==> src/rtl/med5_pkg.sv <==
package med5_pkg;
   // Window length the comparison-reuse scheme is built for.
   localparam int unsigned MED_WIN  = 5;
   // Number of peers ranked above the median element.
   localparam int unsigned MED_RANK = (MED_WIN - 1) / 2;
endpackage

==> src/rtl/med5_hist.sv <==
// Sample history: DEPTH stored samples, tap 0 is the most recent accepted one.
module med5_hist #(
   parameter int unsigned DATA_W = 32,
   parameter int unsigned DEPTH  = 4
) (
   input  logic                           clk,
   input  logic                           rst,
   input  logic                           adv,
   input  logic [DATA_W-1:0]              new_smp,
   output logic [DEPTH-1:0][DATA_W-1:0]   taps
);
   for (genvar t = 0; t < DEPTH; t++) begin : g_tap
      always_ff @(posedge clk) begin
         if (rst) begin
            taps[t] <= '0;
         end else if (adv) begin
            if (t == 0) taps[t] <= new_smp;
            else        taps[t] <= taps[(t == 0) ? 0 : t-1];
         end
      end
   end
endmodule

==> src/rtl/med5_rel.sv <==
// Pairwise ordering matrix. lt[i][j] (i<j) means element i < element j,
// element 0 being the newest sample. Only row 0 is computed fresh; rows
// 1..DEPTH-1 are earlier row-0 bits shifted down as samples are accepted.
module med5_rel #(
   parameter int unsigned DATA_W = 32,
   parameter int unsigned DEPTH  = 4,
   localparam int unsigned WIN   = DEPTH + 1
) (
   input  logic                           clk,
   input  logic                           rst,
   input  logic                           adv,
   input  logic [DATA_W-1:0]              new_smp,
   input  logic [DEPTH-1:0][DATA_W-1:0]   taps,
   output logic [WIN-1:0][WIN-1:0]        lt
);
   logic [DEPTH-1:0] fresh;

   for (genvar m = 0; m < DEPTH; m++) begin : g_fresh
      assign fresh[m] = (new_smp < taps[m]);
   end

   // Level L holds "element L < element L+1+m" for m = 0..DEPTH-1-L.
   for (genvar L = 1; L < DEPTH; L++) begin : g_lvl
      logic [DEPTH-1-L:0] q;
      if (L == 1) begin : g_first
         always_ff @(posedge clk) begin
            if (rst)      q <= '0;
            else if (adv) q <= fresh[DEPTH-2:0];
         end
      end else begin : g_next
         always_ff @(posedge clk) begin
            if (rst)      q <= '0;
            else if (adv) q <= g_lvl[L-1].q[DEPTH-1-L:0];
         end
      end
   end

   for (genvar i = 0; i < WIN; i++) begin : g_row
      for (genvar j = 0; j < WIN; j++) begin : g_col
         if (j <= i) begin : g_none
            assign lt[i][j] = 1'b0;
         end else if (i == 0) begin : g_new
            assign lt[i][j] = fresh[j-1];
         end else begin : g_old
            assign lt[i][j] = g_lvl[i].q[j-i-1];
         end
      end
   end
endmodule

==> src/rtl/med5_pick.sv <==
// Rank each element from the ordering matrix (ties resolved by age through
// the strict '<' bits) and pick the one with exactly RANK peers above it.
module med5_pick #(
   parameter int unsigned DATA_W = 32,
   parameter int unsigned WIN    = 5,
   parameter int unsigned RANK   = 2
) (
   input  logic [WIN-1:0][DATA_W-1:0]  elems,
   input  logic [WIN-1:0][WIN-1:0]     lt,
   output logic [DATA_W-1:0]           med
);
   logic [WIN-1:0] hit;

   always_comb begin
      for (int k = 0; k < WIN; k++) begin
         int cnt;
         cnt = 0;
         for (int j = 0; j < WIN; j++) begin
            if (j > k)      cnt = cnt + int'(lt[k][j]);
            else if (j < k) cnt = cnt + int'(!lt[j][k]);
         end
         hit[k] = (cnt == int'(RANK));
      end
   end

   always_comb begin
      med = elems[WIN-1];
      for (int k = WIN - 2; k >= 0; k--) begin
         if (hit[k]) med = elems[k];
      end
   end
endmodule

==> src/rtl/median5_stream.sv <==
module median5_stream #(
   parameter int unsigned DATA_W = 32,
   parameter int unsigned WIN    = 5
) (
   input  logic              clk,
   input  logic              rst,
   input  logic              in_vld,
   input  logic [DATA_W-1:0] in_data,
   output logic              out_vld,
   output logic [DATA_W-1:0] med_out
);
   import med5_pkg::*;

   localparam int unsigned DEPTH = WIN - 1;
   localparam int unsigned RANK  = (WIN - 1) / 2;

   if (WIN != MED_WIN) begin : g_bad_win
      $error("median5_stream: WIN must be %0d", MED_WIN);
   end
   if (DATA_W < 1) begin : g_bad_width
      $error("median5_stream: DATA_W must be at least 1");
   end

   logic [DEPTH-1:0][DATA_W-1:0] hist_taps;
   logic [WIN-1:0][WIN-1:0]      rel;
   logic [WIN-1:0][DATA_W-1:0]   window;
   logic [DATA_W-1:0]            pick;

   med5_hist #(.DATA_W(DATA_W), .DEPTH(DEPTH)) u_hist (
      .clk(clk), .rst(rst), .adv(in_vld), .new_smp(in_data), .taps(hist_taps)
   );

   med5_rel #(.DATA_W(DATA_W), .DEPTH(DEPTH)) u_rel (
      .clk(clk), .rst(rst), .adv(in_vld), .new_smp(in_data),
      .taps(hist_taps), .lt(rel)
   );

   for (genvar k = 0; k < WIN; k++) begin : g_win
      if (k == 0) begin : g_new
         assign window[k] = in_data;
      end else begin : g_old
         assign window[k] = hist_taps[k-1];
      end
   end

   med5_pick #(.DATA_W(DATA_W), .WIN(WIN), .RANK(RANK)) u_pick (
      .elems(window), .lt(rel), .med(pick)
   );

   always_ff @(posedge clk) begin
      if (rst) begin
         out_vld <= 1'b0;
         med_out <= '0;
      end else begin
         out_vld <= in_vld;
         if (in_vld) med_out <= pick;
      end
   end
endmodule

==> config.mk <==
export PLATFORM = sky130hd
export DESIGN_NAME = median5_stream
export DESIGN_NICKNAME = d
export VERILOG_FILES = /design/src/rtl/med5_pkg.sv /design/src/rtl/med5_hist.sv /design/src/rtl/med5_rel.sv /design/src/rtl/med5_pick.sv /design/src/rtl/median5_stream.sv
export SDC_FILE = /design/constraint.sdc
export NUM_CORES = 1
export LEC_CHECK = 0
export ABC_CLOCK_PERIOD_IN_PS = 4000
export CAP_MARGIN = 20
export CORE_ASPECT_RATIO = 0.7
export CORE_MARGIN = 4
export CORE_UTILIZATION = 45
export DETAILED_ROUTE_END_ITERATION = 7
export DONT_BUFFER_PORTS = 1
export PLACE_DENSITY = 0.72
export SLEW_MARGIN = 0
export SYNTH_ARGS = -nofsm -noshare
export SYNTH_HDL_FRONTEND = slang
export SYNTH_HIERARCHICAL = 1
export SYNTH_SLANG_ARGS = --single-unit
==> constraint.sdc <==
create_clock -name clk -period 4 [get_ports clk]
set_clock_uncertainty 0.15 [all_clocks]
set_input_delay 0.4 -clock clk [delete_from_list [all_inputs] [get_ports clk]]
set_output_delay 0.4 -clock clk [all_outputs]
set_load 0.01 [all_outputs]
==> impl_metrics.toml, run 1 <==
[timing]
hold_viol = 0
finalWorstSetupSlack_ps = -517
slew_viol_final = 0
period_share_pct = 113
max_slew_margin_pct = 67.1
fmax_ghz = 0.221
period_minus_slack_ps = 4520
setup_viol = 32
tightest_slew_ps = 490
rsz0062_at_grt = "true"

[finish]
multiInputGateArea_mm2 = 0.00717
fin_area_mm2 = 0.0152
layout_common_cells = "buf_4 (171), nor2_1 (168), mux2i_1 (163), inv_1 (163), dfxtp_1 (157)"
mostFrequentLayoutCell = "buf_4"
nets = 1671
syn_to_final_growth_pct = 36.6
drive_gt1_share_pct = 23.0
instances_no_fill = 1829
nFillCells = 1836
antenna_cells = 0
area.sequential_mm2 = 0.00336

[floorplanning]
rows = 47
die_h_um = 139
initial_core_util_pct = 46.4
die_w_um = 196
die-area_mm2 = 0.0273
core_area_mm2 = 0.0239
io_pins = 68

[cts]
cts_buffer_depth = 2
cts_sinks = 167
cts_root_buf = "clkbuf_16"
tritoncts = "yes"
clk_pin_slew_ps = 70
cts_buffers = 17
htreeDepth = 4
insertion_delay_ps = 450

[yosys]
yosys_warnings = 6
syn-cell-area_mm2 = 0.0111
synth_fp_nets = 1398
syn_area_per_cell_um2 = 9.05
synthCells = 1227

[placement]
placed_cells = 1654
dp_hpwl_um = 21300
placed_area_mm2 = 0.0124
dp_slack_ps = -788
io_buffers = 0
gp_congestion = 0.864

[critical_path]
path_cells = "inv_2 -> ha_4 -> nand4_1 -> nor4b_4 -> a21oi_2 -> a2111oi_4 -> nor2_2 -> buf_4 -> fa_1 -> inv_1 -> ha_2 -> ha_4 -> or3b_4 -> buf_12 -> o211ai_1 -> o221ai_2 -> mux2i_1 -> nor2_2"
worstSetupPathType = "flop to flop"
r2r_setup_slack_ps = -520
crit_fanout = 17
worstPathRequired_ps = 4190
crit_family = "adder cells"
start_kind = "flop"
setup.worst_path.end_class = "flop"
worstPathArrival_ps = 4710
cpPeakStageDelay_ps = 480
crit_path_top_delay_cell = "fa_1"
cp_num_buf_inv = 4

[drt]
via_count = 10300
viasPerCell = 5.61
antenna_left = 0
drtIter0Drc = 793
drcViolationCount = 0
wl_per_cell_um = 19.8
drt_first_pass_iters = 5
wl_um = 36200

[power_and_ir_drop]
pwr-share-seq_pct = 33.6
p_int_mw = 3.71
power_frac_clock_pct = 32.4
pwr_density_cell_mw_per_mm2 = 364
power_switching_mw = 1.82
p_comb_share_pct = 34.0
swShare_pct = 32.9
ir_worst_vdd_v = 0.000382
p_leak_nw = 6.85

[outcome]
status = "complete, but fails checks"
violations = "setup timing"

[job]
drv_cap = 0

[global_routing]
grt_antenna_before_repair = 0
grt_pass1_vias = 10300
grt_pass1_wl_um = 54400
gr-usage-all-layers_pct = 24.6
grt_overflow_total = 0
grt_max_degree = 149

[hold_path]
hp-class = "input pin to flop"
-- state kept, by name, indices dropped and copies added, names as in the netlist --
| register | cells |
|---|---|
| u_hist/taps | 128 |
| med_out | 32 |
| u_rel/g_lvl.q | 6 |
| out_vld | 1 |
-- cell type report --
type / instances / area share [%]
clock inverters: 12 / 1.15
flip-flops and latches: 167 / 22.1
clock buffers: 18 / 2.89
multi-input cells: 819 / 47.3
repair buffers: 324 / 19.7
inverters: 171 / 4.23
well taps: 318 / 2.62
-- stage by stage --
step | hold WS (ps) | util [%] | power [mW] | TNS [ps]
floorplan | 310 | - | 2.90 | -1230
global placement | 336 | 51.8 | 3.26 | -20430
detailed placement | 336 | 51.8 | 3.32 | -22810
CTS | 0.502 | 61.1 | 5.27 | -13300
global route | 7.04 | 63.4 | 5.74 | -18440
finish | 44.6 | 63.4 | 5.53 | -13750
-- power groups by stage --
stage / Clock (mW) / Combinational (mW) / Sequential [mW]
after floorplan: 0 / 1.02 / 1.88
after global placement: 0 / 1.37 / 1.89
after detailed placement: 0 / 1.42 / 1.90
after CTS: 1.81 / 1.60 / 1.86
after global routing: 1.87 / 2.00 / 1.87
final: 1.79 / 1.88 / 1.86
-- worst paths after layout --
kind	from	end	cells past startpoint
max	u_hist/taps[46]	med_out[3]	18
min	in_vld	med_out[22]	2
max reg2reg	u_hist/taps[46]	med_out[3]	18
min reg2reg	u_rel/g_lvl[1].q[0]	u_rel/g_lvl[1].q[0]	2
-- routing by layer --
metal	wire length, um	share of wire, %	global-route usage, %
met1	15500	43	32.5
met2	17000	47	39.8
met3	2710	7.5	5.82
met4	1050	2.9	8.23
met5	0	0	0
-- repair_timing --
action	4_1_cts	5_1_grt
setup buffers	2	6
hold buffers	135	0
gates cloned	1	2
setup endpoints to repair	32	32
resized for setup	39	73
pin swaps	22	45
endpoints found under the hold margin	167	0
Power figures use the tool's default switching activity.
==> inputs of run 2 (changes only) <==
--- a/config.mk
+++ b/config.mk
@@ -5,7 +5,6 @@
 export SDC_FILE = /design/constraint.sdc
 export NUM_CORES = 1
 export LEC_CHECK = 0
-export ABC_CLOCK_PERIOD_IN_PS = 4000
 export CAP_MARGIN = 20
 export CORE_ASPECT_RATIO = 0.7
 export CORE_MARGIN = 4
==> results of run 2 <==
Same layout as run 1: the final DEF is identical, and so are final timing and power.
